==> src/rtl/vseq_pkg.sv <==
package vseq_pkg;

    typedef enum logic [1:0] {
        SQ_IDLE  = 2'd0,
        SQ_ISSUE = 2'd1,
        SQ_WAIT  = 2'd2
    } sq_state_e;

endpackage

==> src/rtl/vseq_progress.sv <==
// Element-progress register: captures the faulting element, clears on
// completion, and accepts software writes only when the controller allows.
module vseq_progress #(
    parameter int IDX_W = 8
) (
    input  logic             clk,
    input  logic             rst_n,
    input  logic             wr_en_i,
    input  logic [IDX_W-1:0] wr_val_i,
    input  logic             set_en_i,
    input  logic [IDX_W-1:0] set_val_i,
    input  logic             clr_en_i,
    output logic [IDX_W-1:0] val_o
);

    typedef struct packed {
        logic [IDX_W-1:0] val;
    } prog_reg_t;

    prog_reg_t prog_d, prog_q;

    always_comb begin
        prog_d = prog_q;
        if (clr_en_i) begin
            prog_d.val = '0;
        end else if (set_en_i) begin
            prog_d.val = set_val_i;
        end else if (wr_en_i) begin
            prog_d.val = wr_val_i;
        end
    end

    always_ff @(posedge clk or negedge rst_n) begin
        if (!rst_n) begin
            prog_q <= '0;
        end else begin
            prog_q <= prog_d;
        end
    end

    assign val_o = prog_q.val;

endmodule

==> src/rtl/vseq_addr_step.sv <==
// Element address generator: a full base + index*stride product on load,
// a single stride addition when stepping.
module vseq_addr_step #(
    parameter int IDX_W  = 8,
    parameter int ADDR_W = 32
) (
    input  logic              load_i,
    input  logic [ADDR_W-1:0] base_i,
    input  logic [ADDR_W-1:0] stride_i,
    input  logic [IDX_W-1:0]  first_idx_i,
    input  logic [ADDR_W-1:0] cur_addr_i,
    output logic [ADDR_W-1:0] next_addr_o
);

    logic [ADDR_W-1:0] idx_ext;
    logic [ADDR_W-1:0] offset;

    generate
        if (ADDR_W > IDX_W) begin : g_zext
            assign idx_ext = {{(ADDR_W-IDX_W){1'b0}}, first_idx_i};
        end else begin : g_trunc
            assign idx_ext = first_idx_i[ADDR_W-1:0];
        end
    endgenerate

    always_comb begin
        offset = idx_ext * stride_i;
        if (load_i) begin
            next_addr_o = base_i + offset;
        end else begin
            next_addr_o = cur_addr_i + stride_i;
        end
    end

endmodule

==> src/rtl/vseq_ctrl.sv <==
// Sequencing controller: issue, wait for translation, trap or finish.
module vseq_ctrl
    import vseq_pkg::*;
#(
    parameter int IDX_W  = 8,
    parameter int ADDR_W = 32
) (
    input  logic              clk,
    input  logic              rst_n,
    input  logic              start_i,
    input  logic [IDX_W-1:0]  vlen_i,
    input  logic [ADDR_W-1:0] stride_i,
    input  logic [IDX_W-1:0]  prog_i,
    input  logic              rsp_valid_i,
    input  logic              rsp_fault_i,
    input  logic [ADDR_W-1:0] addr_next_i,
    output logic              addr_load_o,
    output logic [ADDR_W-1:0] addr_stride_o,
    output logic [ADDR_W-1:0] cur_addr_o,
    output logic              req_o,
    output logic [IDX_W-1:0]  idx_o,
    output logic              idle_o,
    output logic              done_o,
    output logic              trap_o,
    output logic [IDX_W-1:0]  trap_idx_o,
    output logic [ADDR_W-1:0] trap_addr_o,
    output logic              prog_set_o,
    output logic              prog_clr_o
);

    typedef struct packed {
        sq_state_e         state;
        logic [IDX_W-1:0]  idx;
        logic [IDX_W-1:0]  vlen;
        logic [ADDR_W-1:0] stride;
        logic [ADDR_W-1:0] addr;
        logic              done;
        logic              trap;
        logic [IDX_W-1:0]  tidx;
        logic [ADDR_W-1:0] taddr;
    } ctrl_reg_t;

    ctrl_reg_t ctl_d, ctl_q;
    logic      all_issued;

    assign all_issued = (ctl_q.idx >= ctl_q.vlen);

    always_comb begin
        ctl_d         = ctl_q;
        ctl_d.done    = 1'b0;
        ctl_d.trap    = 1'b0;
        addr_load_o   = 1'b0;
        prog_set_o    = 1'b0;
        prog_clr_o    = 1'b0;
        addr_stride_o = ctl_q.stride;

        unique case (ctl_q.state)
            SQ_IDLE: begin
                if (start_i) begin
                    addr_load_o   = 1'b1;
                    addr_stride_o = stride_i;
                    ctl_d.state   = SQ_ISSUE;
                    ctl_d.idx     = prog_i;
                    ctl_d.vlen    = vlen_i;
                    ctl_d.stride  = stride_i;
                    ctl_d.addr    = addr_next_i;
                end
            end
            SQ_ISSUE: begin
                if (all_issued) begin
                    ctl_d.state = SQ_IDLE;
                    ctl_d.done  = 1'b1;
                    prog_clr_o  = 1'b1;
                end else begin
                    ctl_d.state = SQ_WAIT;
                end
            end
            SQ_WAIT: begin
                if (rsp_valid_i) begin
                    if (rsp_fault_i) begin
                        ctl_d.state = SQ_IDLE;
                        ctl_d.trap  = 1'b1;
                        ctl_d.tidx  = ctl_q.idx;
                        ctl_d.taddr = ctl_q.addr;
                        prog_set_o  = 1'b1;
                    end else begin
                        ctl_d.state = SQ_ISSUE;
                        ctl_d.idx   = ctl_q.idx + 1'b1;
                        ctl_d.addr  = addr_next_i;
                    end
                end
            end
            default: begin
                ctl_d.state = SQ_IDLE;
            end
        endcase
    end

    always_ff @(posedge clk or negedge rst_n) begin
        if (!rst_n) begin
            ctl_q       <= '0;
            ctl_q.state <= SQ_IDLE;
        end else begin
            ctl_q <= ctl_d;
        end
    end

    assign cur_addr_o  = ctl_q.addr;
    assign req_o       = (ctl_q.state == SQ_ISSUE) && !all_issued;
    assign idx_o       = ctl_q.idx;
    assign idle_o      = (ctl_q.state == SQ_IDLE);
    assign done_o      = ctl_q.done;
    assign trap_o      = ctl_q.trap;
    assign trap_idx_o  = ctl_q.tidx;
    assign trap_addr_o = ctl_q.taddr;

endmodule

==> src/rtl/vec_restart_seq.sv <==
module vec_restart_seq #(
    parameter int IDX_W  = 8,
    parameter int ADDR_W = 32
) (
    input  logic              clk,
    input  logic              rst_n,
    input  logic              start_i,
    input  logic [IDX_W-1:0]  vlen_i,
    input  logic [ADDR_W-1:0] base_i,
    input  logic [ADDR_W-1:0] stride_i,
    output logic              xlat_req_o,
    output logic [IDX_W-1:0]  xlat_idx_o,
    output logic [ADDR_W-1:0] xlat_addr_o,
    input  logic              xlat_rsp_valid_i,
    input  logic              xlat_fault_i,
    output logic              busy_o,
    output logic              done_o,
    output logic              trap_o,
    output logic [IDX_W-1:0]  trap_idx_o,
    output logic [ADDR_W-1:0] trap_addr_o,
    input  logic              csr_we_i,
    input  logic [IDX_W-1:0]  csr_wdata_i,
    output logic [IDX_W-1:0]  csr_rdata_o
);

    logic              addr_load;
    logic [ADDR_W-1:0] addr_stride;
    logic [ADDR_W-1:0] cur_addr;
    logic [ADDR_W-1:0] addr_next;
    logic [IDX_W-1:0]  prog_val;
    logic              idle;
    logic              prog_set;
    logic              prog_clr;
    logic              csr_wr_ok;
    logic [IDX_W-1:0]  cur_idx;

    vseq_ctrl #(
        .IDX_W  (IDX_W),
        .ADDR_W (ADDR_W)
    ) u_ctrl (
        .clk           (clk),
        .rst_n         (rst_n),
        .start_i       (start_i),
        .vlen_i        (vlen_i),
        .stride_i      (stride_i),
        .prog_i        (prog_val),
        .rsp_valid_i   (xlat_rsp_valid_i),
        .rsp_fault_i   (xlat_fault_i),
        .addr_next_i   (addr_next),
        .addr_load_o   (addr_load),
        .addr_stride_o (addr_stride),
        .cur_addr_o    (cur_addr),
        .req_o         (xlat_req_o),
        .idx_o         (cur_idx),
        .idle_o        (idle),
        .done_o        (done_o),
        .trap_o        (trap_o),
        .trap_idx_o    (trap_idx_o),
        .trap_addr_o   (trap_addr_o),
        .prog_set_o    (prog_set),
        .prog_clr_o    (prog_clr)
    );

    vseq_addr_step #(
        .IDX_W  (IDX_W),
        .ADDR_W (ADDR_W)
    ) u_addr (
        .load_i      (addr_load),
        .base_i      (base_i),
        .stride_i    (addr_stride),
        .first_idx_i (prog_val),
        .cur_addr_i  (cur_addr),
        .next_addr_o (addr_next)
    );

    assign csr_wr_ok = csr_we_i && idle && !start_i;

    vseq_progress #(
        .IDX_W (IDX_W)
    ) u_prog (
        .clk       (clk),
        .rst_n     (rst_n),
        .wr_en_i   (csr_wr_ok),
        .wr_val_i  (csr_wdata_i),
        .set_en_i  (prog_set),
        .set_val_i (cur_idx),
        .clr_en_i  (prog_clr),
        .val_o     (prog_val)
    );

    assign busy_o      = !idle;
    assign xlat_idx_o  = cur_idx;
    assign xlat_addr_o = cur_addr;
    assign csr_rdata_o = prog_val;

endmodule

==> config.mk <==
export PLATFORM = sky130hd
export DESIGN_NAME = vec_restart_seq
export DESIGN_NICKNAME = d
export VERILOG_FILES = /design/src/rtl/vseq_pkg.sv /design/src/rtl/vseq_progress.sv /design/src/rtl/vseq_addr_step.sv /design/src/rtl/vseq_ctrl.sv /design/src/rtl/vec_restart_seq.sv
export SDC_FILE = /design/constraint.sdc
export NUM_CORES = 1
export LEC_CHECK = 0
export ABC_AREA = 1
export CORE_ASPECT_RATIO = 0.9
export CORE_MARGIN = 4
export CORE_UTILIZATION = 34
export CTS_CLUSTER_SIZE = 25
export DETAILED_ROUTE_END_ITERATION = 7
export DONT_BUFFER_PORTS = 1
export SLEW_MARGIN = 40
export SYNTH_ARGS = -nofsm -noshare
export SYNTH_HDL_FRONTEND = slang
export SYNTH_SLANG_ARGS = --single-unit
==> constraint.sdc <==
create_clock -name clk -period 15.8 [get_ports clk]
set_input_delay 1.58 -clock clk [delete_from_list [all_inputs] [get_ports clk]]
set_output_delay 1.58 -clock clk [all_outputs]
set_load 0.05 [all_outputs]
# Word-level counts from Yosys, hierarchy flattened
# Cells that the tools add are included.
# word_totals
ff_bits	132
output_inout_bits	92
elab_cells	59
input_bits	86
# op_classes
n_reduce_logical	13
order_cmp	1
n_addsub	3
eq_ne	5
n_mul	1
n_mux	26
# ops
cell	n
$mux 32	5
$mux 41	3
$mux 82	1
$add 32x32->32	2
$pmux 32 s2	1
$mul 8x32->32	1
$mux 8	4
$pmux 8 s2	1
$mux 10	1
$add 8x1->8 const B	1
$ge 8x8->1	1
$mux 1	8
$ne 2x2->1 const B	3
$pmux 2 s3	1
$reduce_and 2->1	2
$reduce_and 4->1	1
$logic_and 1x1->1	3
$logic_not 1->1	3
$reduce_and 3->1	1
$reduce_bool 3->1	1
$eq 2x1->1 const B	1
$eq 2x2->1 const B	1
$logic_not 2->1	1
$mux 2	1
$reduce_bool 2->1	1

# Logic depth before layout (Yosys ltp)
# logic_depth
depth_word	8
ltp_mapped	31

# Modules after synthesis
# From an unflattened synthesis, not the netlist that was laid out.
# unflattened
cells_unflattened	2459
area_unflattened_um2	17112.7
# modules_own_cells
mod	seq_area_each_um2	area_each_um2	cells_per_inst	n_inst
vseq_addr_step	0.0	10681.5	1679	1
vseq_ctrl	3103.0	5968.2	716	1
vseq_progress	200.2	449.2	61	1
vec_restart_seq	0.0	13.8	3	1

# Worst setup path after synthesis
# Ideal clock, no wire load.
# synth_path
path_kind	input-to-reg
start	in start_i
end	reg u_ctrl.ctl_q, in the netlist u_ctrl.cur_addr_o[18]
path_stages	27
arrival_time_ps	6145
setup_time_ps	131
path_slack_ps	9524
n_path_buf	3
cell_sequence	nand2_4 buf_12 buf_2 buf_2 o21ai_1 inv_1 nand2_1 fa_1 inv_1 fa_1 fa_1 inv_1 fa_1 inv_1 ha_1 a21oi_1 o21ai_0 a21oi_1 inv_1 nand2_1 nand2_1 inv_1 o21ai_0 a21oi_1 o21ai_0 nand3_1 o21ai_0
# synth_via
elab_chain_cells	8
word_cells_on_any_way	14
cone_classes	2 x add/sub; 1 x mul; 1 x eq/ne; 9 x mux; 1 x reduce/logical
# synth_rtl
item	line	rtl
start, declared	vec_restart_seq.sv:7	input logic start_i,
$mux 32	vseq_ctrl.sv:59	if (start_i) begin
$mux 32	vseq_ctrl.sv:57	unique case (ctl_q.state)
$mul 8x32->32	vseq_addr_step.sv:27	offset = idx_ext * stride_i;
$add 32x32->32	vseq_addr_step.sv:29	next_addr_o = base_i + offset;
$mux 32	vseq_addr_step.sv:28	if (load_i) begin
$mux 32	vseq_ctrl.sv:80	if (rsp_fault_i) begin
$mux 32	vseq_ctrl.sv:79	if (rsp_valid_i) begin
$pmux 32 s2	vseq_ctrl.sv:57	
end signal, assigned	vseq_ctrl.sv:104	ctl_q <= ctl_d;
end, declared	vseq_ctrl.sv:43	ctrl_reg_t ctl_d, ctl_q;
# Several ways; a longest one is shown, not always the timed one. The select of a mux whose other input is x is not followed.
# A chain may end at the register's enable or synchronous reset.

# Final worst setup path
# layout_path
start	in start_i
end	reg u_ctrl.ctl_q, in the netlist u_ctrl.cur_addr_o[20]
# The elaborated chain is that of the path after synthesis.

==> results.txt <==
The flow ran to the end, and the final reports show no timing, DRC or antenna violations. In this run the tightest slew margin relative to its limit is 47.0%. The area growth from synthesis to layout came out at 4.59%. The floorplan has 75 rows. OpenSTA, run right after detailed placement, puts the worst setup slack at 7.88 ns.

Clock-pin slew was measured on the worst setup and hold paths at 0.06 ns. Global routing finished with a remaining overflow of 0. The net count of the finished layout is 2424. The chip height is 214 µm. Derived from the worst setup path, the maximum achievable clock frequency is 0.134 GHz.

Summed over all layers, the routed wires come to 52.0 mm. The initial antenna violation count came out at 4. During synthesis, Yosys emitted a total of 0 warnings. In this run the worst path has a maximum fanout of 72.

In this run the worst hold path is classified as flip-flop to flip-flop. In this design, the stage delay of the slowest critical-path cell is 0.55 ns. The detailed router's first-iteration violation count came out at 1196. The final worst-path cycle share is 47.1%. For the pin with the worst max-slew slack, the measured transition is 0.786 ns. Of the cells placed in the final design, the portion with a size suffix greater than 1 is 5.47%. The maximum buffer depth of the clock tree is 2. The startpoint identified for the worst register-to-register timing path is u_ctrl.ctl_q[122]. The data required time at the worst endpoint came out at 16.14 ns.

The startpoint identified for the worst hold timing path is u_ctrl.ctl_q[106]. The sum of buffers and inverters on the critical path is 8. Counting every sink on the clock net gives 132. The H-tree generated during clock tree synthesis spans 4 levels. Counting I/O delays and the setup requirement, the final critical path takes 7.45 ns. The count of hold buffers inserted by post-cts repair is 0. The data arrival time of the critical path came out at 7.79 ns. Setup repair after global routing left no endpoint under its margin.

The post-cts repair resize count is 0. The setup violation total in the final timing report came out at 0. The final critical-path setup slack came out at 8.35 ns.

The placer's final routability congestion estimate is 0.950. In this run the remaining antenna-violating nets after routing total 0. The setup total negative slack is 0 ns.

Global routing used 20.5% of the available tracks across all layers. The post-detailed-route via-to-cell ratio is 4.97. Post-CTS timing repair inserted 0 buffers for setup. The worst setup path is launched from a primary input. The average cell area after synthesis is 7.41 µm². The gate count of the mapped netlist is 2168. The number of enable-type register cells in the synthesized netlist is 0. TritonCTS built the clock tree. The floorplan step defined a die boundary enclosing 50800 µm². The I/O pin count came out at 178. The pin count of the biggest net entering global routing is 133. The number of max-slew violations in the final report came out at 0.

The first TritonRoute pass finished after 7 iterations. The clock root buffer is sky130_fd_sc_hd__clkbuf_16. STA classifies the critical path endpoint as a flip-flop. The core box area is 46600 µm².

The number of vias after detailed routing came out at 13400. The slowest stage of the critical path belongs to the cell sky130_fd_sc_hd__fa_1. The width of the chip came out at 237 µm. Tracing the worst setup path back leads to its startpoint at start_i. The synthesized design contains 132 register bits.

In this run, CTS created clock tree buffers numbering 17. The family with the most delay on the worst path is adder cells. Input and output buffers added on the ports amount to 0. The global-route wire length before repair is 80.7 mm. The synthesized netlist net count came out at 2522.

The worst-skew pair later-pin latency is 0.46 ns. Counting stages on the worst path, the most repeated cell is sky130_fd_sc_hd__inv_1. The fraction of synthesis flops using an asynchronous set or reset pin came out at 100%.

In the final routed layout, each cell accounts on average for 19.2 µm. The via count of the first global-routing pass came out at 13700. The total of max-cap violations is 0. The core utilization of the finished layout is 36.0%. The critical path in this run is classified as primary input to flip-flop.

The synthesized cell area is 16100 µm². The number of remaining DRC errors came out at 0. For this run, the leading register cell type out of synthesis is sky130_fd_sc_hd__dfrtp_1. The share of the yosys chip area belonging to registers is 20.6%. The post-synthesis cell type count came out at 47. The number of antenna cells inserted is 0. The HPWL after detailed placement is 41.5 mm.

The count of endpoints failing hold in the final timing report is 0. The effective utilization at floorplan is 34.5%. The clock skew after layout came out at 0.0169 ns.

For flop-to-flop paths, the worst setup slack is 8.37 ns.
==> per-stage QoR <==
stage / cell area (µm²) / hold slack, ns / cells
5_1_grt: 16800 / 0.544 / 2699
4_1_cts: 16800 / 0.503 / 2699
6_report: 16800 / 0.504 / 2699
3_3_place_gp: 16100 / 0.482 / 2667
2_1_floorplan: 16100 / 0.450 / 2168
3_5_place_dp: 16100 / 0.481 / 2667
==> flip-flops by register name, summed over array words and instances, names as in the netlist <==
register,flops
u_ctrl.ctl_q,42
u_ctrl.cur_addr_o,32
u_ctrl.trap_addr_o,32
u_ctrl.idx_o,8
u_ctrl.trap_idx_o,8
u_prog.val_o,8
u_ctrl.done_o,1
u_ctrl.trap_o,1
==> routing by layer <==
| layer | GRT usage (%) | share of wire (%) | vias up |
|---|---|---|---|
| met5 | 0 | 0.050 | - |
| met4 | 4.38 | 1.6 | 4 |
| met3 | 4.48 | 6.1 | 52 |
| met2 | 34.0 | 48 | 410 |
| met1 | 27.7 | 44 | 6605 |
| li1 | - | - | 6351 |
==> area by class of cell <==
| cell class | count | area (µm²) |
|---|---|---|
| fill | 4884 | 29800 |
| multi-input combinational | 1437 | 10200 |
| sequential | 132 | 3300 |
| inverter | 465 | 1750 |
| tap | 616 | 771 |
| clock buffer | 18 | 429 |
| clock inverter | 14 | 249 |
| timing repair buffer | 17 | 128 |
==> cells in the final DEF (no fill, tap or decap), drive strengths merged <==
| cell type | instances |
|---|---|
| inv | 467 |
| nand2 | 454 |
| nor2 | 233 |
| fa | 187 |
| o21ai | 160 |
| dfrtp | 132 |
| a21oi | 95 |
| nand3 | 85 |
| ha | 81 |
| or2 | 28 |
| nand4 | 21 |
| clkbuf | 18 |
| buf | 17 |
| xor2 | 11 |
| xnor2 | 9 |
| nor3 | 9 |
| o21a | 8 |
| a31oi | 8 |
| o221ai | 8 |
| o22ai | 7 |
| o21bai | 6 |
| bufinv | 6 |
| o211ai | 5 |
| a21boi | 5 |
| a21o | 4 |
| nand3b | 3 |
| a22oi | 3 |
| a211oi | 3 |
| clkinvlp | 3 |
| clkinv | 3 |
| and2 | 2 |
| a31o | 1 |
| o31ai | 1 |
==> cells in the mapped netlist (4+ instances only) <==
master                       n  area [µm²]
sky130_fd_sc_hd__ha_1       81        1010
sky130_fd_sc_hd__inv_1     457        1720
sky130_fd_sc_hd__nor2_1    229         860
sky130_fd_sc_hd__o22ai_1     7        43.8
sky130_fd_sc_hd__fa_1      187        3740
sky130_fd_sc_hd__o21bai_1    6        45.0
sky130_fd_sc_hd__inv_2       6        22.5
sky130_fd_sc_hd__o21ai_0   132         661
sky130_fd_sc_hd__nand4_1    21         131
sky130_fd_sc_hd__buf_4      80         601
sky130_fd_sc_hd__a21boi_0    4        30.0
sky130_fd_sc_hd__a21oi_1    95         475
sky130_fd_sc_hd__buf_2      15        75.1
sky130_fd_sc_hd__or2_2      28         175
sky130_fd_sc_hd__o221ai_1    8        70.1
sky130_fd_sc_hd__o211ai_1    5        37.5
sky130_fd_sc_hd__o21ai_1    27         135
sky130_fd_sc_hd__nand3_1    80         400
sky130_fd_sc_hd__xnor2_1     9        78.8
sky130_fd_sc_hd__nand2_1   440        1650
sky130_fd_sc_hd__nand2_4     6        67.6
sky130_fd_sc_hd__nand2_2     7        43.8
sky130_fd_sc_hd__nor3_1      8        40.0
sky130_fd_sc_hd__xor2_1     11        96.3
sky130_fd_sc_hd__nand3_2     5        50.1
sky130_fd_sc_hd__a21o_1      4        30.0
sky130_fd_sc_hd__o21a_1      8        60.1
sky130_fd_sc_hd__a31oi_1     8        50.1
sky130_fd_sc_hd__clkbuf_1   36         135
sky130_fd_sc_hd__dfrtp_1   132        3300
==> tightest hold or removal path, delay by kind of cell (launching register included) <==
kind | cells | cell delay [ns]
flip-flops | 1 | 0.36
AND/OR/NAND/NOR | 2 | 0.12
==> kinds of logic after synthesis <==
group,Yosys count,synth area share [%]
AOI/OAI and AO/OA,314,10.7
xor gates and xnor gates,20,1.09
adders and majority gates,268,29.6
buffers and inverters,599,16.1
DFF,132,20.6
and+or+nand+nor,835,21.9
==> final timing paths <==
kind	to	depth (start not counted)
max	u_ctrl.cur_addr_o[20]	27
min	u_ctrl.ctl_q[106]	2
max reg2reg	u_ctrl.cur_addr_o[20]	28
min reg2reg	u_ctrl.ctl_q[106]	2
max in group asynchronous	u_ctrl.trap_addr_o[13]	0
min in group asynchronous	u_ctrl.ctl_q[98]	0
Power is left out: the tool's default activity adds up to more than one toggle a clock period on the data nets, which glitch-free logic cannot reach.
